===== config.mk =====
export PLATFORM = sky130hd
export DESIGN_NAME = i2c_cfg_ctrl
export DESIGN_NICKNAME = d
export VERILOG_FILES = /design/src/rtl/i2c_cfg_pkg.sv /design/src/rtl/i2c_line_sync.sv /design/src/rtl/cfg_reg_bank.sv /design/src/rtl/i2c_cfg_engine.sv /design/src/rtl/i2c_cfg_ctrl.sv
export SDC_FILE = /design/constraint.sdc
export NUM_CORES = 1
export LEC_CHECK = 0
export ABC_AREA = 1
export BUFFER_PORTS_ARGS = -buffer_cell sky130_fd_sc_hd__buf_4
export CORE_MARGIN = 2
export CORE_UTILIZATION = 45
export DETAILED_ROUTE_END_ITERATION = 8
export MAX_ROUTING_LAYER = met4
export PLACE_DENSITY = 0.73
export SLEW_MARGIN = 20
export SYNTH_ARGS = -nofsm -noshare
export SYNTH_HDL_FRONTEND = slang
export SYNTH_SLANG_ARGS = --single-unit

===== constraint.sdc =====
create_clock -name clk -period 4.15 [get_ports clk]
set_input_delay 0.415 -clock clk [delete_from_list [all_inputs] [get_ports clk]]
set_output_delay 0.415 -clock clk [all_outputs]
set_load 0.05 [all_outputs]

===== src/rtl/i2c_cfg_pkg.sv =====
package i2c_cfg_pkg;
  parameter int unsigned CFG_BITS = 6;
  parameter int unsigned PIN_BITS = 5;
  parameter int unsigned BYTE_BITS = 8;
  parameter logic [4:0] DEV_PREFIX = 5'b10011;

  typedef enum logic [1:0] {
    SEL_FOLLOW = 2'd0,
    SEL_WORD0  = 2'd1,
    SEL_WORD1  = 2'd2,
    SEL_EXT    = 2'd3
  } out_sel_e;

  typedef enum logic [1:0] {
    CK_NONE = 2'd0,
    CK_REG  = 2'd1,
    CK_SNAP = 2'd2,
    CK_OVR  = 2'd3
  } cmd_kind_e;

  typedef struct packed {
    cmd_kind_e kind;
    logic      idx;
    out_sel_e  sel;
  } cmd_dec_t;

  // Classify a command byte.
  // 0xFF wins over the 11111xx1 override pattern.
  function automatic cmd_dec_t decode_cmd(input logic [BYTE_BITS-1:0] c);
    cmd_dec_t d;
    d.kind = CK_NONE;
    d.idx  = c[0];
    d.sel  = SEL_FOLLOW;
    if (c[7:1] == 7'd0) begin
      d.kind = CK_REG;
    end else if (c == 8'hFF) begin
      d.kind = CK_SNAP;
    end else if (c[7:3] == 5'b11111) begin
      d.kind = CK_OVR;
      if (c[0])      d.sel = SEL_FOLLOW;
      else if (c[1]) d.sel = SEL_EXT;
      else if (c[2]) d.sel = SEL_WORD1;
      else           d.sel = SEL_WORD0;
    end
    return d;
  endfunction

  // Build the byte returned on a read.
  function automatic logic [BYTE_BITS-1:0] read_byte(
    input cmd_kind_e           kind,
    input logic                ptr,
    input logic [CFG_BITS-1:0] w0,
    input logic [CFG_BITS-1:0] w1,
    input logic [PIN_BITS-1:0] pins
  );
    logic [BYTE_BITS-1:0] b;
    b = '0;
    case (kind)
      CK_REG:  b[CFG_BITS-1:0] = ptr ? w1 : w0;
      CK_SNAP: b[PIN_BITS-1:0] = pins;
      default: b = '0;
    endcase
    return b;
  endfunction
endpackage


===== src/rtl/i2c_line_sync.sv =====
module i2c_line_sync #(
  parameter int unsigned STAGES = 2
) (
  input  logic clk,
  input  logic rst_n,
  input  logic scl_i,
  input  logic sda_i,
  output logic sda_s,
  output logic scl_rise,
  output logic scl_fall,
  output logic start_evt,
  output logic stop_evt
);
  localparam int unsigned DEPTH = STAGES + 1;

  logic [DEPTH-1:0] scl_sh;
  logic [DEPTH-1:0] sda_sh;
  logic scl_now;
  logic scl_old;
  logic sda_old;

  always_ff @(posedge clk or negedge rst_n) begin
    if (!rst_n) begin
      scl_sh <= '1;
      sda_sh <= '1;
    end else begin
      scl_sh <= {scl_sh[DEPTH-2:0], scl_i};
      sda_sh <= {sda_sh[DEPTH-2:0], sda_i};
    end
  end

  assign scl_now   = scl_sh[STAGES-1];
  assign scl_old   = scl_sh[STAGES];
  assign sda_s     = sda_sh[STAGES-1];
  assign sda_old   = sda_sh[STAGES];

  assign scl_rise  = scl_now & ~scl_old;
  assign scl_fall  = ~scl_now & scl_old;
  assign start_evt = scl_now & scl_old & sda_old & ~sda_s;
  assign stop_evt  = scl_now & scl_old & ~sda_old & sda_s;
endmodule


===== src/rtl/cfg_reg_bank.sv =====
module cfg_reg_bank
  import i2c_cfg_pkg::*;
#(
  parameter int unsigned REG_W       = CFG_BITS,
  parameter int unsigned BUSY_CYCLES = 900_000
) (
  input  logic             clk,
  input  logic             rst_n,
  input  logic             stage_we,
  input  logic             stage_idx,
  input  logic [REG_W-1:0] stage_dat,
  input  logic             stage_drop,
  input  logic             commit_req,
  output logic [REG_W-1:0] reg0_o,
  output logic [REG_W-1:0] reg1_o,
  output logic             busy_o,
  output logic             commit_evt
);
  localparam int unsigned NREG = 2;
  localparam int unsigned CW   = $clog2(BUSY_CYCLES + 1);

  logic [REG_W-1:0] word_q [NREG];
  logic [REG_W-1:0] stg_q  [NREG];
  logic [NREG-1:0]  stg_val;
  logic [CW-1:0]    busy_cnt;

  assign commit_evt = commit_req & (|stg_val);

  for (genvar g = 0; g < NREG; g++) begin : g_word
    always_ff @(posedge clk or negedge rst_n) begin
      if (!rst_n) begin
        word_q[g]  <= '0;
        stg_q[g]   <= '0;
        stg_val[g] <= 1'b0;
      end else if (commit_evt) begin
        if (stg_val[g]) word_q[g] <= stg_q[g];
        stg_val[g] <= 1'b0;
      end else if (stage_drop) begin
        stg_val[g] <= 1'b0;
      end else if (stage_we && (stage_idx == 1'(g))) begin
        stg_q[g]   <= stage_dat;
        stg_val[g] <= 1'b1;
      end
    end
  end

  always_ff @(posedge clk or negedge rst_n) begin
    if (!rst_n)               busy_cnt <= '0;
    else if (commit_evt)      busy_cnt <= CW'(BUSY_CYCLES);
    else if (busy_cnt != '0)  busy_cnt <= busy_cnt - 1'b1;
  end

  assign busy_o = (busy_cnt != '0);
  assign reg0_o = word_q[0];
  assign reg1_o = word_q[1];
endmodule


===== src/rtl/i2c_cfg_engine.sv =====
module i2c_cfg_engine
  import i2c_cfg_pkg::*;
(
  input  logic                clk,
  input  logic                rst_n,
  input  logic                sda_s,
  input  logic                scl_rise,
  input  logic                scl_fall,
  input  logic                start_evt,
  input  logic                stop_evt,
  input  logic [1:0]          addr_pins_i,
  input  logic                wp_i,
  input  logic [PIN_BITS-1:0] pins_i,
  input  logic [CFG_BITS-1:0] reg0_i,
  input  logic [CFG_BITS-1:0] reg1_i,
  input  logic                busy_i,
  output logic                sda_pull_o,
  output logic                stage_we,
  output logic                stage_idx,
  output logic [CFG_BITS-1:0] stage_dat,
  output logic                stage_drop,
  output logic                commit_req,
  output out_sel_e            ovr_sel_o,
  output logic                addr_ack_evt
);
  typedef enum logic [3:0] {
    S_IDLE, S_ADDR, S_AACK, S_CMD, S_CACK, S_WDAT, S_DACK, S_TX, S_MACK
  } st_e;

  st_e                  st;
  logic [BYTE_BITS-1:0] rx;
  logic [BYTE_BITS-1:0] tx;
  logic [3:0]           nbit;
  logic                 rw;
  cmd_kind_e            kind;
  logic                 ptr;
  logic [1:0]           ndat;
  logic                 macked;
  logic                 pull;
  out_sel_e             sel;

  cmd_dec_t             dec;
  logic                 byte_done;
  logic                 receiving;
  logic                 addr_hit;
  logic                 cmd_ok;
  logic                 data_ok;
  logic                 data_cancel;
  logic [BYTE_BITS-1:0] rd_val;

  assign dec         = decode_cmd(rx);
  assign byte_done   = scl_fall && (nbit == 4'd8);
  assign receiving   = (st == S_ADDR) || (st == S_CMD) || (st == S_WDAT);
  assign addr_hit    = (rx[7:1] == {DEV_PREFIX, addr_pins_i});
  assign addr_ack_evt= (st == S_ADDR) && byte_done && addr_hit && !busy_i;
  assign cmd_ok      = (st == S_CMD) && byte_done && (dec.kind != CK_NONE);
  assign data_ok     = (st == S_WDAT) && byte_done && (kind == CK_REG) && !wp_i && (ndat < 2'd2);
  assign data_cancel = (st == S_WDAT) && byte_done && (kind == CK_REG) && !wp_i && (ndat == 2'd2);
  assign rd_val      = read_byte(kind, ptr, reg0_i, reg1_i, pins_i);

  assign stage_we    = data_ok;
  assign stage_idx   = ptr;
  assign stage_dat   = rx[CFG_BITS-1:0];
  assign stage_drop  = start_evt | data_cancel;
  assign commit_req  = stop_evt;
  assign sda_pull_o  = pull;
  assign ovr_sel_o   = sel;

  always_ff @(posedge clk or negedge rst_n) begin
    if (!rst_n) begin
      st     <= S_IDLE;
      rx     <= '0;
      tx     <= '0;
      nbit   <= '0;
      rw     <= 1'b0;
      kind   <= CK_REG;
      ptr    <= 1'b0;
      ndat   <= '0;
      macked <= 1'b0;
      pull   <= 1'b0;
      sel    <= SEL_FOLLOW;
    end else if (start_evt) begin
      st   <= S_ADDR;
      nbit <= '0;
      pull <= 1'b0;
    end else if (stop_evt) begin
      st   <= S_IDLE;
      pull <= 1'b0;
    end else begin
      if (receiving && scl_rise && (nbit < 4'd8)) begin
        rx   <= {rx[BYTE_BITS-2:0], sda_s};
        nbit <= nbit + 4'd1;
      end
      case (st)
        S_ADDR: if (byte_done) begin
          if (addr_ack_evt) begin
            st   <= S_AACK;
            pull <= 1'b1;
            rw   <= rx[0];
          end else begin
            st <= S_IDLE;
          end
        end
        S_AACK: if (scl_fall) begin
          nbit <= '0;
          if (rw) begin
            st     <= S_TX;
            tx     <= rd_val;
            pull   <= ~rd_val[BYTE_BITS-1];
            macked <= 1'b0;
            if (kind == CK_REG) ptr <= ~ptr;
          end else begin
            st   <= S_CMD;
            pull <= 1'b0;
          end
        end
        S_CMD: if (byte_done) begin
          if (cmd_ok) begin
            kind <= dec.kind;
            if (dec.kind == CK_REG) ptr <= dec.idx;
            if (dec.kind == CK_OVR) sel <= dec.sel;
            ndat <= '0;
            pull <= 1'b1;
            st   <= S_CACK;
          end else begin
            st <= S_IDLE;
          end
        end
        S_CACK, S_DACK: if (scl_fall) begin
          pull <= 1'b0;
          nbit <= '0;
          st   <= S_WDAT;
        end
        S_WDAT: if (byte_done) begin
          if (data_ok) begin
            pull <= 1'b1;
            ptr  <= ~ptr;
            ndat <= ndat + 2'd1;
            st   <= S_DACK;
          end else begin
            st <= S_IDLE;
          end
        end
        S_TX: if (scl_fall) begin
          if (nbit == 4'd7) begin
            st   <= S_MACK;
            pull <= 1'b0;
          end else begin
            tx   <= {tx[BYTE_BITS-2:0], 1'b0};
            pull <= ~tx[BYTE_BITS-2];
            nbit <= nbit + 4'd1;
          end
        end
        S_MACK: begin
          if (scl_rise) macked <= ~sda_s;
          if (scl_fall) begin
            if (macked) begin
              st     <= S_TX;
              tx     <= rd_val;
              pull   <= ~rd_val[BYTE_BITS-1];
              nbit   <= '0;
              macked <= 1'b0;
              if (kind == CK_REG) ptr <= ~ptr;
            end else begin
              st <= S_IDLE;
            end
          end
        end
        default: ;
      endcase
    end
  end
endmodule


===== src/rtl/i2c_cfg_ctrl.sv =====
module i2c_cfg_ctrl
  import i2c_cfg_pkg::*;
#(
  parameter int unsigned BUSY_CYCLES = 900_000,
  parameter int unsigned SYNC_STAGES = 2
) (
  input  logic                clk,
  input  logic                rst_n,
  input  logic                scl_i,
  input  logic                sda_i,
  output logic                sda_pull_o,
  input  logic [1:0]          addr_pins_i,
  input  logic                wp_i,
  input  logic [PIN_BITS-1:0] pins_i,
  output logic [CFG_BITS-1:0] reg0_o,
  output logic [CFG_BITS-1:0] reg1_o,
  output logic [1:0]          ovr_sel_o
);
  logic                sda_s_w;
  logic                scl_rise_w;
  logic                scl_fall_w;
  logic                start_w;
  logic                stop_w;
  logic                stage_we_w;
  logic                stage_idx_w;
  logic [CFG_BITS-1:0] stage_dat_w;
  logic                stage_drop_w;
  logic                commit_req_w;
  logic                commit_w;
  logic                busy_w;
  logic                addr_ack_w;
  out_sel_e            sel_w;

  i2c_line_sync #(.STAGES(SYNC_STAGES)) u_sync (
    .clk      (clk),
    .rst_n    (rst_n),
    .scl_i    (scl_i),
    .sda_i    (sda_i),
    .sda_s    (sda_s_w),
    .scl_rise (scl_rise_w),
    .scl_fall (scl_fall_w),
    .start_evt(start_w),
    .stop_evt (stop_w)
  );

  i2c_cfg_engine u_eng (
    .clk         (clk),
    .rst_n       (rst_n),
    .sda_s       (sda_s_w),
    .scl_rise    (scl_rise_w),
    .scl_fall    (scl_fall_w),
    .start_evt   (start_w),
    .stop_evt    (stop_w),
    .addr_pins_i (addr_pins_i),
    .wp_i        (wp_i),
    .pins_i      (pins_i),
    .reg0_i      (reg0_o),
    .reg1_i      (reg1_o),
    .busy_i      (busy_w),
    .sda_pull_o  (sda_pull_o),
    .stage_we    (stage_we_w),
    .stage_idx   (stage_idx_w),
    .stage_dat   (stage_dat_w),
    .stage_drop  (stage_drop_w),
    .commit_req  (commit_req_w),
    .ovr_sel_o   (sel_w),
    .addr_ack_evt(addr_ack_w)
  );

  cfg_reg_bank #(.REG_W(CFG_BITS), .BUSY_CYCLES(BUSY_CYCLES)) u_bank (
    .clk       (clk),
    .rst_n     (rst_n),
    .stage_we  (stage_we_w),
    .stage_idx (stage_idx_w),
    .stage_dat (stage_dat_w),
    .stage_drop(stage_drop_w),
    .commit_req(commit_req_w),
    .reg0_o    (reg0_o),
    .reg1_o    (reg1_o),
    .busy_o    (busy_w),
    .commit_evt(commit_w)
  );

  assign ovr_sel_o = sel_w;
endmodule


==> results of run 1 <==
## cells in the mapped netlist
library cell	count
sky130_fd_sc_hd__nand2_1	147
sky130_fd_sc_hd__inv_1	85
sky130_fd_sc_hd__nor2_1	82
sky130_fd_sc_hd__dfrtp_1	78
sky130_fd_sc_hd__o21ai_0	45
sky130_fd_sc_hd__nand3_1	37
sky130_fd_sc_hd__a21oi_1	24
sky130_fd_sc_hd__o21ai_1	17
sky130_fd_sc_hd__inv_2	10
sky130_fd_sc_hd__nor2_2	9
sky130_fd_sc_hd__nor3_1	8
sky130_fd_sc_hd__dfstp_2	7
sky130_fd_sc_hd__ha_1	7
sky130_fd_sc_hd__nand2_2	5
sky130_fd_sc_hd__a2bb2oi_1	4
sky130_fd_sc_hd__xor2_1	4
sky130_fd_sc_hd__a21oi_2	3
sky130_fd_sc_hd__a31oi_1	3
sky130_fd_sc_hd__buf_2	3
sky130_fd_sc_hd__buf_6	3
sky130_fd_sc_hd__clkbuf_1	3
sky130_fd_sc_hd__nand3_2	3
sky130_fd_sc_hd__nor4_1	3
sky130_fd_sc_hd__or2_2	3
sky130_fd_sc_hd__nand4_1	2
sky130_fd_sc_hd__nor2_4	2
sky130_fd_sc_hd__nor3_2	2
sky130_fd_sc_hd__o211ai_1	2
sky130_fd_sc_hd__o21a_1	2
sky130_fd_sc_hd__o21ai_2	2
sky130_fd_sc_hd__o31ai_1	2
sky130_fd_sc_hd__a21oi_4	1
sky130_fd_sc_hd__a22oi_1	1
sky130_fd_sc_hd__clkbuf_2	1
sky130_fd_sc_hd__clkinv_1	1
sky130_fd_sc_hd__clkinv_2	1
sky130_fd_sc_hd__nand3b_2	1
sky130_fd_sc_hd__xnor2_1	1
## layer usage
metal / track usage (%) / part of all wire [%] / vias up
met1: 26.38 / 48 / 1855
met5: - / 0 / -
met3: 2.870 / 3.1 / 19
met2: 31.82 / 47 / 72
li1: - / - / 2000
met4: 6.667 / 1.9 / 0
## flip-flops by register name (all words and copies together), names as in the netlist, 3 cells and up
name	count
u_bank.busy_cnt	20
u_bank.reg0_o	6
u_bank.reg1_o	6
u_bank.stg_q	12
u_eng.nbit	4
u_eng.rx	8
u_eng.st	4
u_eng.tx	7
u_sync.scl_sh	3
u_sync.sda_sh	3
## cells by family after synthesis
family / count (synthesis)
and+or+nand+nor: 304
buffers and inverters: 107
AOI/OAI and AO/OA: 106
DFF: 85
xor gates and xnor gates: 5
adders and majority gates: 7
## power by group through the flow
| stage | Clock (mW) | Sequential (mW) | Combinational, mW |
|---|---|---|---|
| final | 0.585 | 1.17 | 0.733 |
| after global routing | 0.629 | 1.20 | 0.845 |
| after CTS | 0.588 | 1.17 | 0.730 |
| after detailed placement | 0 | 1.18 | 0.719 |
| after global placement | 0 | 1.18 | 0.702 |
| after floorplan | 0 | 1.14 | 0.564 |
## per-stage QoR
| step | utilization, % | cell area [sq um] |
|---|---|---|
| after global placement | 49.64 | 4897 |
| after detailed placement | 49.64 | 4897 |
| final | 51.65 | 5095 |
| after CTS | 51.61 | 5091 |
| after global routing | 51.65 | 5095 |
| after floorplan | - | 4601 |
## critical path: cells and delay by family, from the launching register on
kind                   cells  cell delay [ns]
AOI/OAI and AO/OA          2             0.48
buffers and inverters      2             0.22
DFF                        1             0.43
and+or+nand+nor            5             0.93
## final cells by class
type	count	area share, %
Sequential cell	85	41.92
Tap cell	133	3.266
Timing Repair Buffer	26	3.905
Inverter	97	7.171
Clock inverter	7	1.375
Multi-Input combinational cell	422	39.93
Clock buffer	9	2.431
## worst paths after layout
path                                  start                  end  slack (ns)
min in group clk                      sda_i     u_sync.sda_sh[0]        0.16
max in group asynchronous             rst_n        u_eng.nbit[2]        3.54
max                             u_eng.st[3]          u_eng.tx[6]        2.02
max reg2reg                     u_eng.st[3]          u_eng.tx[6]        2.02
min                                   rst_n  u_bank.busy_cnt[10]        0.08
min reg2reg                u_sync.sda_sh[0]     u_sync.sda_sh[1]        0.36
==> results.md, run 1 <==
* Cell seen most often among critical-path stages: sky130_fd_sc_hd__nand2_1
* Final Instance Count excl. Fillers at 779
* Number of iterations in the first detailed-routing pass at 5
* Leak at 2.591 nW
* Postcts setup bufs at 0
* Adder-cell share of the synthesized area at 1.904%
* Initial antenna violation count at 0
* Highest net fanout along the worst path at 14
* Status: finished, final reports clean
* Pint at 1.486 mW
* Maximum achievable frequency at 0.4688 GHz
* GR Util All Layers at 19.99%
* Share of cell area taken by muxes after synthesis at 0%
* DIE WIDTH at 105.1 microns
* Placed Instances at 763
* HP Class: primary input to asynchronous set/reset pin
* Cell row count at 36
* Fraction of layout instances using a drive strength above 1 at 14.09%
* Skew-Pair Late Insertion Delay at 0.36 ns
* Share of the cycle needed by the critical path after routing at 51.40%
* Max VDD drop at 0.2408 mV
* Ordered cell list for the critical path: inv_1 -> nand2_1 -> nor2_2 -> nand2_1 -> inv_2 -> nand2_2 -> a21oi_4 -> nand3_1 -> o21ai_1
* Worst clock skew on the final layout at 0.01296 ns
* Class of the most critical setup path: flip-flop to flip-flop
* Commonest cells after routing, fill and taps aside: sky130_fd_sc_hd__nand2_1 (147), sky130_fd_sc_hd__inv_1 (85), sky130_fd_sc_hd__nor2_1 (82), sky130_fd_sc_hd__dfrtp_1 (78), sky130_fd_sc_hd__o21ai_0 (45)
* Drt first-iter violations at 221
* Endpoint arrival time on the critical path at 2.42 ns
* Critical path endpoint category: flip-flop
* Layout Area Growth over Synthesis at 10.74%
* Dominant combinational cell family by area after synthesis: simple AND/OR/NAND/NOR gates
* TritonCTS clock tree: done
* Layout fillers at 924
* DRC violation count after routing at 0
* CTS hold repair buffers at 0
* Unrepaired setup endpoints after global routing: no
* Maximum buffer depth of the clock tree at 2
* Via count of the first global-routing pass at 3776
* Flip-flop and latch count after synthesis at 85
* Vertical die dimension at 105.1 microns
* Final min period at 2.133 ns
* Synthesized area per cell at 7.493 sq um
* Comb pwr share at 29.4%
* I/O pin count at 27
* Slew headroom at 45.42%
* Global-route wire length before repair at 17610 microns
* Crit path required time at 4.43 ns
* Post-detail-place hpwl at 7493 microns
* Cell area after technology mapping at 0.004601 sq mm
* Count of pins over their slew limit at 0
* Simple-gate area share of the yosys netlist at 28.39%
* Total detailed-routing wirelength at 10210 microns
* Stage delay of the slowest cell on the critical path at 0.47 ns
* CTS HTree Levels at 3
* Minimum hold slack at 0.07879 ns
* Yosys warnings at 0
* Routed via count divided by cell count at 5.065
* Cells taking the most area after synthesis: sky130_fd_sc_hd__dfrtp_1 (42%), sky130_fd_sc_hd__nand2_1 (12%), sky130_fd_sc_hd__inv_1 (6.9%), sky130_fd_sc_hd__nor2_1 (6.7%), sky130_fd_sc_hd__o21ai_0 (4.9%)
* Routed wirelength normalized by instance count at 13.10 microns
* Pre-CTS setup slack at 2.046 ns
* Vias after detailed routing at 3946
* Number of routed nets with antenna violations at 0
* Sw Ratio at 40.30%
* Total chip power at 2.489 mW
* Count of input and output buffers at 26
* Cell count of the worst reg-to-reg path at 9
* Post-route worst setup slack at 2.017 ns
* Total die area at 0.01105 sq mm
* TritonCTS Buffers at 9
* Power share of the sequential group at 47.1%
* Root buffer cell: sky130_fd_sc_hd__clkbuf_8
* Hold violation count in the final report at 0
* Final-report setup violation count at 0
* Effective utilization at floorplan at 46.64%
* Share of power burned in the clock network at 23.5%
* Xor and xnor area share after synthesis at 0.9519%
* Worst-margin pin slew at 0.8185 ns
* Number of max-capacitance violations reported at 0
* Post-synth net total at 633
* Fraction of post-synthesis cell area in the top cell type by area at 42.43%
* Total negative slack at 0 ns
* Final antenna diode count at 0
* Leading cell type in the layout, fill and taps excluded: sky130_fd_sc_hd__nand2_1
* Power density over the cells at 488.5 mW/mm^2
* Unique masters post-synth at 38
* Net switching component of the power at 1.003 mW
* Grt total ovfl at 0
* Sequential share of the synthesized area at 46.42%
* Post-Syn Instances at 614
* Footprint of the flip-flops and latches at 0.002136 sq mm
* Area of the placeable core at 0.009864 sq mm
* Post-cts gate resize count at 0
* Kind of launch point of the worst setup path: flip-flop
* Master of the slowest instance on the critical path: sky130_fd_sc_hd__nor2_2
* Fin nets at 660
* Area occupied by multi-input gates at 0.002034 sq mm
* Post-synthesis compound-gate area fraction at 12.97%
* Worst-path clk slew at 0.10 ns
* Library cell with the largest summed area after synthesis: sky130_fd_sc_hd__dfrtp_1
* Clk sink count at 85
* Final weighted congestion in routability-driven placement at 0.8966
* Maximum number of pins on one net before global-route repair at 86
No activity file was read; power rests on OpenSTA's default activity.
==> run 2, diff against run 1 <==
--- a/config.mk
+++ b/config.mk
@@ -5,13 +5,13 @@
 export SDC_FILE = /design/constraint.sdc
 export NUM_CORES = 1
 export LEC_CHECK = 0
-export ABC_AREA = 1
+export ABC_AREA = 0
 export BUFFER_PORTS_ARGS = -buffer_cell sky130_fd_sc_hd__buf_4
 export CORE_MARGIN = 2
 export CORE_UTILIZATION = 45
 export DETAILED_ROUTE_END_ITERATION = 8
 export MAX_ROUTING_LAYER = met4
-export PLACE_DENSITY = 0.73
+export PLACE_DENSITY = 0.75
 export SLEW_MARGIN = 20
 export SYNTH_ARGS = -nofsm -noshare
 export SYNTH_HDL_FRONTEND = slang
==> constraint.sdc (replaced) <==
create_clock -name clk -period 1.9 [get_ports clk]
set_input_delay 0.19 -clock clk [delete_from_list [all_inputs] [get_ports clk]]
set_output_delay 0.19 -clock clk [all_outputs]
set_load 0.05 [all_outputs]
==> run 2 against run 1 <==
Net effect:
- via count rose by 1.4%
- cell count fell by 10%
- worst hold slack improved by 0.11 ns
- sequential share of layout area fell by 7.3 points
- register-to-register slack got worse by 2.2 ns
- the run now ends with setup timing left
- global-route usage rose by 4.2 points
- final area rose by 21%
- largest cell class is now multi-input gates
- core utilization rose by 12 points
- worst setup slack got worse by 2.2 ns
- first-iteration DRC count rose by 48%
- sequential cell count did not move
==> results.md, run 2 <==
* DIE WIDTH at 102.8 microns (-2.2%)
* GRT busiest layer: met2
* Routed via count divided by cell count at 5.731 (+13%)
* Worst path buffer plus inverter count at 0 (-2)
* Clk sink count at 85 (unchanged)
* Post-route worst setup slack at -0.2280 ns (-2.245 ns)
* Registers with the most flip-flops: u_bank.busy_cnt (20), u_bank.stg_q (12), u_eng.rx (8)
* Number of iterations in the first detailed-routing pass at 6 (+1)
* Maximum number of pins on one net before global-route repair at 36 (-58%)
* Library cell with the largest summed area after synthesis: sky130_fd_sc_hd__dfrtp_1
* Fraction of registers with async set/reset at 100.0% (unchanged)
* Yosys warnings at 0 (unchanged)
* Count of input and output buffers at 26 (unchanged)
* Ordered cell list for the critical path: or4_4 -> nor3_4 -> nand4_1 -> o21ai_0 -> a31oi_1 -> a311oi_1
* Final antenna diode count at 0 (unchanged)
* Leak at 2.931 nW (+13%)
* Layout fillers at 712 (-23%)
* TritonCTS clock tree: done
* Share of the cycle needed by the critical path after routing at 112.0% (+61 points)
* Fraction of post-synthesis cell area in the top cell type by area at 44.47% (+2.0 points)
* Met2 usage in global routing at 38.96% (+7.1 points)
* Area occupied by multi-input gates at 0.002609 sq mm (+28%)
* Cell count of the worst hold path at 3
* Final Instance Count excl. Fillers at 698 (-10%)
* Leading cell type in the layout, fill and taps excluded: sky130_fd_sc_hd__buf_4
* CTS HTree Levels at 3 (unchanged)
* Effective utilization at floorplan at 45.53% (-1.1 points)
* Cell row count at 36 (unchanged)
* Vertical die dimension at 102.8 microns (-2.2%)
* Number of flip-flops in the largest register at 20 (unchanged)
* Hold violation count in the final report at 0 (unchanged)
* Master of the slowest instance on the critical path: sky130_fd_sc_hd__or4_4
* Met1 Use GR at 30.39% (+4.0 points)
* M3 GR Usage at 4.814% (+1.9 points)
* Worst-margin pin slew at 0.5264 ns (-0.2922 ns)
* Slew headroom at 64.91% (+19 points)
* Total detailed-routing wirelength at 12910 microns (+27%)
* Footprint of the flip-flops and latches at 0.002142 sq mm (+0.29%)
* Count of pins over their slew limit at 0 (unchanged)
* Most numerous cell types in the synthesized netlist: sky130_fd_sc_hd__dfrtp_1 (78), sky130_fd_sc_hd__nand2_1 (68), sky130_fd_sc_hd__nor2_1 (33)
* Placed standard-cell area at 0.005340 sq mm (+9.0%)
* Routed wirelength normalized by instance count at 18.50 microns (+41%)
* Maximum achievable frequency at 0.4699 GHz (+0.24%)
* Unrepaired setup endpoints after global routing: yes
* Post-synth net total at 465 (-27%)
* Kind of launch point of the worst setup path: flip-flop
* Max VDD drop at 0.6446 mV (+170%)
* Final weighted congestion in routability-driven placement at 0.9039 (+0.81%)
* Root buffer cell: sky130_fd_sc_hd__clkbuf_8
* Pre-CTS setup slack at -0.2400 ns (-2.286 ns)
* HP Class: primary input to flip-flop
* Total chip power at 5.027 mW (+100%)
* Cell area after technology mapping at 0.004389 sq mm (-4.6%)
* Worst clock skew on the final layout at 0.009344 ns (-0.003614 ns)
* Sequential share of the synthesized area at 48.66% (+2.2 points)
* Grt total ovfl at 0 (unchanged)
* Number of routed nets with antenna violations at 0 (unchanged)
* Critical path endpoint category: flip-flop
* I/O pin count at 27 (unchanged)
* Minimum hold slack at 0.1922 ns (+0.1134 ns)
* Levels on crit path at 6 (-3)
* Class of the most critical setup path: flip-flop to flip-flop
* Vias after detailed routing at 4000 (+1.4%)
* Endpoint arrival time on the critical path at 2.40 ns (-0.02 ns)
* Register name with the most flops: u_bank.busy_cnt
* Crit path required time at 2.17 ns (-2.26 ns)
* Worst-path clk slew at 0.09 ns (about the same)
* Violations in the final reports: setup timing
* Total die area at 0.01056 sq mm (-4.4%)
* Status: complete, but fails checks
* TritonCTS Buffers at 9 (unchanged)
* Via count of the first global-routing pass at 3933 (+4.2%)
* Flip-flop and latch count after synthesis at 85 (unchanged)
* Skew-Pair Late Insertion Delay at 0.37 ns (about the same)
* Unique masters post-synth at 63 (+66%)
* Post-Syn Instances at 446 (-27%)
* Cells taking the most area after synthesis: sky130_fd_sc_hd__dfrtp_1 (44%), sky130_fd_sc_hd__mux2_2 (7.7%), sky130_fd_sc_hd__nand2_1 (5.8%), sky130_fd_sc_hd__dfstp_2 (4.2%), sky130_fd_sc_hd__nor2_1 (2.8%)
* Number of max-capacitance violations reported at 0 (unchanged)
* Power density over the cells at 813.1 mW/mm^2 (+66%)
* Final-report setup violation count at 36 (+36)
* Number of enable-type register cells in the synthesized netlist at 0 (unchanged)
* Drt first-iter violations at 326 (+48%)
* Worst path top cell family by delay: simple AND/OR/NAND/NOR gates
* DRC violation count after routing at 0 (unchanged)
* Primary FF master, synth: sky130_fd_sc_hd__dfrtp_1
* Initial antenna violation count at 0 (unchanged)
* Finished Cell Area at 0.006183 sq mm (+21%)
* Cell count of the worst reg-to-reg path at 6 (-3)
* Placed Instances at 662 (-13%)
* Fraction of layout instances using a drive strength above 1 at 45.66% (+32 points)
* GR Util All Layers at 24.16% (+4.2 points)
* Fin nets at 579 (-12%)
* Layout Area Growth over Synthesis at 40.88%
* Maximum buffer depth of the clock tree at 2 (unchanged)
* Count leader, synth: sky130_fd_sc_hd__dfrtp_1
* Post-detail-place hpwl at 7955 microns (+6.2%)
* Highest net fanout along the worst path at 4 (-10)
* Synthesized area per cell at 9.841 sq um (+31%)
* Commonest cells after routing, fill and taps aside: sky130_fd_sc_hd__buf_4 (111), sky130_fd_sc_hd__dfrtp_1 (73), sky130_fd_sc_hd__nand2_1 (64), sky130_fd_sc_hd__nor2_1 (27), sky130_fd_sc_hd__mux2_2 (18)
* Stage delay of the slowest cell on the critical path at 0.57 ns (+0.10 ns)
* Global-route wire length before repair at 19090 microns (+8.4%)
* Final min period at 2.128 ns (-0.005123 ns)
* Area of the placeable core at 0.009639 sq mm (-2.3%)
## run 2: changes by cell type after synthesis, sizes merged, moves of 6 or more
cell	change
mux2	+30
a22oi	+6
nor2	-60
o21ai	-46
clkbuf	+15
a21oi	-15
nor2b	+10
nand3	-21
nand2b	+8
nand2	-84
inv	-85
xnor2	+10
## run 2: final cells by class
| type | instances | area share [%] |
|---|---|---|
| multi-input combinational | 327 | 42.19 |
| inverter | 10 | 0.6070 |
| tap | 133 | 2.691 |
| clock inverter | 5 | 1.052 |
| sequential | 85 | 34.64 |
| clock buffer | 11 | 2.448 |
| timing repair buffer | 127 | 16.37 |
## run 2: worst min-delay path, delay by kind of cell
| family | cells | cell delay (ns) |
|---|---|---|
| AOI/OAI and AO/OA | 2 | 0.26 |
| buffers and inverters | 1 | 0.08 |
## run 2: report_power, final
group          leakage, nW  internal [mW]  switching [mW]
sequential            1.14           2.00           0.189
clock                0.111          0.693           0.686
combinational         1.68          0.670           0.792
total                 2.93           3.36            1.67
## run 2: final timing paths
path                       slack [ns]                   to               start
max                             -0.23     u_eng.sda_pull_o  u_bank.busy_cnt[5]
min                              0.19          u_eng.tx[0]           pins_i[0]
max reg2reg                     -0.23     u_eng.sda_pull_o  u_bank.busy_cnt[5]
min reg2reg                      0.35     u_sync.sda_sh[1]    u_sync.sda_sh[0]
max in group asynchronous        0.89     u_sync.scl_sh[1]               rst_n
min in group asynchronous        0.33  u_bank.busy_cnt[19]               rst_n
## run 2: through the flow
stage / utilization (%) / TNS (ns)
3_3_place_gp: 55.40 / -1.380
5_1_grt: 64.15 / -6.875
3_5_place_dp: 55.40 / -3.653
6_report: 64.15 / -4.303
4_1_cts: 60.89 / -1.975
2_1_floorplan: - / -1.569
## run 2: kinds of logic (layout without fill, tap and decap cells)
family | Yosys count | after routing | share of synthesized area [%]
multiplexers | 31 | 31 | 7.925
AND/OR/NAND/NOR | 195 | 195 | 22.55
adder cells (fa/ha/maj) | 7 | 7 | 1.995
AO/OA/AOI/OAI | 76 | 76 | 12.09
XOR/XNOR | 18 | 18 | 3.592
flip-flops | 85 | 85 | 48.66
buffers and inverters | 34 | 153 | 3.192
## run 2: what timing repair did
action,in CTS,in global routing
setup endpoints to repair,42,73
cloned,0,1
gates resized for setup,51,59
hold buffers,3,0
hold endpoints to repair,31,0
setup buffers,7,11
pin swaps,13,23
## run 2: metal layers
| metal | wire length [microns] | vias up |
|---|---|---|
| met5 | 0 | - |
| met3 | 845 | 38 |
| met4 | 348 | 0 |
| li1 | - | 1809 |
| met1 | 5178 | 1969 |
| met2 | 6541 | 184 |
==> run 3, diff against run 2 <==
--- a/config.mk
+++ b/config.mk
@@ -15,4 +15,5 @@
 export SLEW_MARGIN = 20
 export SYNTH_ARGS = -nofsm -noshare
 export SYNTH_HDL_FRONTEND = slang
+export SYNTH_HIERARCHICAL = 1
 export SYNTH_SLANG_ARGS = --single-unit
==> run 3 against run 2 <==
Net effect:
- the run still ends with setup timing left
- die area increased by 4.9%
- sequential cell count unchanged
- core utilization increased by 3.9 points
- area after synthesis increased by 5.1%
- critical path depth increased by 5
- power increased by 140%
- worst setup slack got worse by 0.40 ns
- clock skew increased by 0.0015 ns
- via count increased by 16%
- clock power decreased by 4%
- routed wire length increased by 27%
- final area increased by 8.6%
- largest cell class unchanged
- largest power group is now combinational logic
- highest routed layer unchanged
==> results.md, run 3 <==
* Final min period at 2.527 ns (+0.3993 ns)
* Number of max-capacitance violations reported at 0 (unchanged)
* Leak at 3.243 nW (+11%)
* Post-detail-place hpwl at 8350 microns (+5.0%)
* Skew-Pair Late Insertion Delay at 0.37 ns (about the same)
* Initial antenna violation count at 0 (unchanged)
* Count of pins over their slew limit at 0 (unchanged)
* Count of input and output buffers at 26 (unchanged)
* Ordered cell list for the critical path: inv_2 -> ha_4 -> or3b_4 -> nor3_4 -> nand2_2 -> nor3_2 -> nor2b_4 -> a31oi_1 -> nor4b_2 -> mux2i_1 -> nor2_1
* Final-report setup violation count at 52 (+44%)
* Effective utilization at floorplan at 46.75% (+1.2 points)
* TritonCTS clock tree: done
* Post-Syn Instances at 443 (-0.67%)
* Share of the cycle needed by the critical path after routing at 133.0% (+21 points)
* Stage delay of the slowest cell on the critical path at 0.40 ns (-0.17 ns)
* Max VDD drop at 1.677 mV (+160%)
* Synthesized area per cell at 10.41 sq um (+5.8%)
* Number of iterations in the first detailed-routing pass at 5 (-1)
* Unrepaired setup endpoints after global routing: yes
* Startpoint of the most critical hold path: pins_i[0]
* Endpoint arrival time on the critical path at 2.79 ns (+0.39 ns)
* Maximum buffer depth of the clock tree at 2 (unchanged)
* Worst path top cell family by delay: simple AND/OR/NAND/NOR gates
* TritonCTS Buffers at 9 (unchanged)
* Worst clock skew on the final layout at 0.01082 ns (+0.001471 ns)
* Total detailed-routing wirelength at 16410 microns (+27%)
* Registers with the most flip-flops: u_bank/busy_cnt (20), u_bank/stg_q (12), u_eng/rx (8)
* Highest net fanout along the worst path at 2 (-2)
* Global-route wire length before repair at 21680 microns (+14%)
* Fraction of the core area covered by cells at the end of the flow at 68.09% (+3.9 points)
* Worst path buffer plus inverter count at 1 (+1)
* Hold violation count in the final report at 0 (unchanged)
* Maximum achievable frequency at 0.3957 GHz (-16%)
* I/O pin count at 27 (unchanged)
* Status: complete, but fails checks
* Total die area at 0.01107 sq mm (+4.9%)
* Minimum hold slack at 0.2094 ns (+0.01723 ns)
* Cell area after technology mapping at 0.004612 sq mm (+5.1%)
* Worst-margin pin slew at 0.5493 ns (+0.02297 ns)
* Clk sink count at 85 (unchanged)
* Placed Instances at 682 (+3.0%)
* Power density over the cells at 1780 mW/mm^2 (+120%)
* Kind of launch point of the worst setup path: flip-flop
* Layout Area Growth over Synthesis at 45.63%
* Grt total ovfl at 0 (unchanged)
* Final antenna diode count at 0 (unchanged)
* Leading cell type in the layout, fill and taps excluded: sky130_fd_sc_hd__buf_4
* DIE WIDTH at 105.2 microns (+2.4%)
* Maximum number of pins on one net before global-route repair at 38 (+5.6%)
* Violations in the final reports: setup timing
* Total negative slack at -13.36 ns (-9.054 ns)
* Root buffer cell: sky130_fd_sc_hd__clkbuf_8
* Vias after detailed routing at 4642 (+16%)
* Post-synth net total at 462 (-0.65%)
* Final weighted congestion in routability-driven placement at 0.8359 (-7.5%)
* Worst-path clk slew at 0.09 ns (about the same)
* Master of the slowest instance on the critical path: sky130_fd_sc_hd__dfrtp_1
* Register name with the most flops: u_bank/busy_cnt
* Vertical die dimension at 105.2 microns (+2.4%)
* Fin nets at 607 (+4.8%)
* Total chip power at 11.96 mW (+140%)
* Final Instance Count excl. Fillers at 726 (+4.0%)
* Slew headroom at 63.38% (-1.5 points)
* Class of the most critical setup path: flip-flop to flip-flop
* CTS HTree Levels at 3 (unchanged)
* Crit path required time at 2.17 ns (about the same)
* FF-to-FF Start: u_bank/busy_cnt[0]
* Fraction of layout instances using a drive strength above 1 at 53.12% (+7.5 points)
* Area of the placeable core at 0.009864 sq mm (+2.3%)
* DRC violation count after routing at 0 (unchanged)
* Cell row count at 36 (unchanged)
* Number of routed nets with antenna violations at 0 (unchanged)
* Critical path endpoint category: flip-flop
* Drt first-iter violations at 498 (+53%)
* Routed via count divided by cell count at 6.394 (+12%)
* HP Class: primary input to flip-flop
* Post-route worst setup slack at -0.6273 ns (-0.3993 ns)
* Yosys warnings at 6 (+6)
* Number of flip-flops in the largest register at 20 (unchanged)
* Commonest cells after routing, fill and taps aside: sky130_fd_sc_hd__buf_4 (130), sky130_fd_sc_hd__dfrtp_1 (78), sky130_fd_sc_hd__nor2_1 (23), sky130_fd_sc_hd__mux2_2 (22), sky130_fd_sc_hd__nand2_1 (21)
* Routed wirelength normalized by instance count at 22.60 microns (+22%)
* GR Util All Layers at 25.18% (+1.0 points)
* Via count of the first global-routing pass at 4355 (+11%)
* Beginning of the critical path: u_bank/busy_cnt[0]
-- run 3: cell count changes in the layout (fill, tap and decap cells not counted), moves of 5 or more --
cell,delta
sky130_fd_sc_hd__buf_4,+19
sky130_fd_sc_hd__xor2_1,-5
sky130_fd_sc_hd__dfrtp_1,+5
sky130_fd_sc_hd__nand2_1,-43
sky130_fd_sc_hd__dfrtp_2,-5
sky130_fd_sc_hd__mux2i_1,+9
sky130_fd_sc_hd__buf_6,+7
sky130_fd_sc_hd__a21oi_2,+12
sky130_fd_sc_hd__o21ai_2,+6
sky130_fd_sc_hd__nor2_4,+7
sky130_fd_sc_hd__xnor2_1,-9
sky130_fd_sc_hd__or3b_4,+5
-- run 3: cell type report --
| type | instances | area (sq um) |
|---|---|---|
| fillers | 624 | 3148 |
| multi-input cells | 318 | 2836 |
| flip-flops and latches | 85 | 2136 |
| repair buffers | 157 | 1319 |
| well taps | 133 | 166.4 |
| clock buffers | 13 | 148.9 |
| inverters | 17 | 65.06 |
| clock inverters | 3 | 45.04 |
-- run 3: what timing repair did --
action,CTS,global route
resized for setup,66,74
hold endpoints to repair,26,0
endpoints found under the setup margin,52,64
pin swaps,13,26
hold buffers,3,0
setup buffers,14,18
gates cloned,1,1
-- run 3: worst reg2reg max path, stage by stage (launching register included) --
cell                      delay, ns
sky130_fd_sc_hd__dfrtp_1       0.40
sky130_fd_sc_hd__inv_2         0.10
sky130_fd_sc_hd__ha_4          0.14
sky130_fd_sc_hd__or3b_4        0.39
sky130_fd_sc_hd__nor3_4        0.20
sky130_fd_sc_hd__nand2_2       0.11
sky130_fd_sc_hd__nor3_2        0.15
sky130_fd_sc_hd__nor2b_4       0.19
sky130_fd_sc_hd__a31oi_1       0.10
sky130_fd_sc_hd__nor4b_2       0.28
sky130_fd_sc_hd__mux2i_1       0.27
sky130_fd_sc_hd__nor2_1        0.08
-- run 3: where the power goes --
| part | internal, mW | switching, mW |
|---|---|---|
| logic | 4.15 | 3.94 |
| registers | 2.26 | 0.280 |
| clock network | 0.646 | 0.680 |
| total | 7.06 | 4.90 |
-- run 3: final timing paths --
kind	to	slack, ns	cells past startpoint
max	u_eng/sda_pull_o	-0.63	11
min	u_eng/tx[0]	0.21	4
max reg2reg	u_eng/sda_pull_o	-0.63	11
min reg2reg	u_sync/sda_sh[1]	0.36	0
max in group asynchronous	u_sync/scl_sh[1]	0.96	3
min in group asynchronous	u_bank/reg1_o[3]	0.26	2
-- run 3: per-stage QoR --
stage	setup WS (ns)	instance area, sq um
floorplan	-0.5754	4727
detailed placement	-0.5181	5720
CTS	-0.4506	6327
finish	-0.6273	6716
global placement	-0.3881	5720
global route	-0.6692	6716
-- run 3: per-layer routing --
layer / wire length (microns) / GRT usage, %
met5: 0 / -
met4: 962 / 7.810
met2: 7856 / 40.83
met3: 1449 / 5.318
met1: 6136 / 31.75
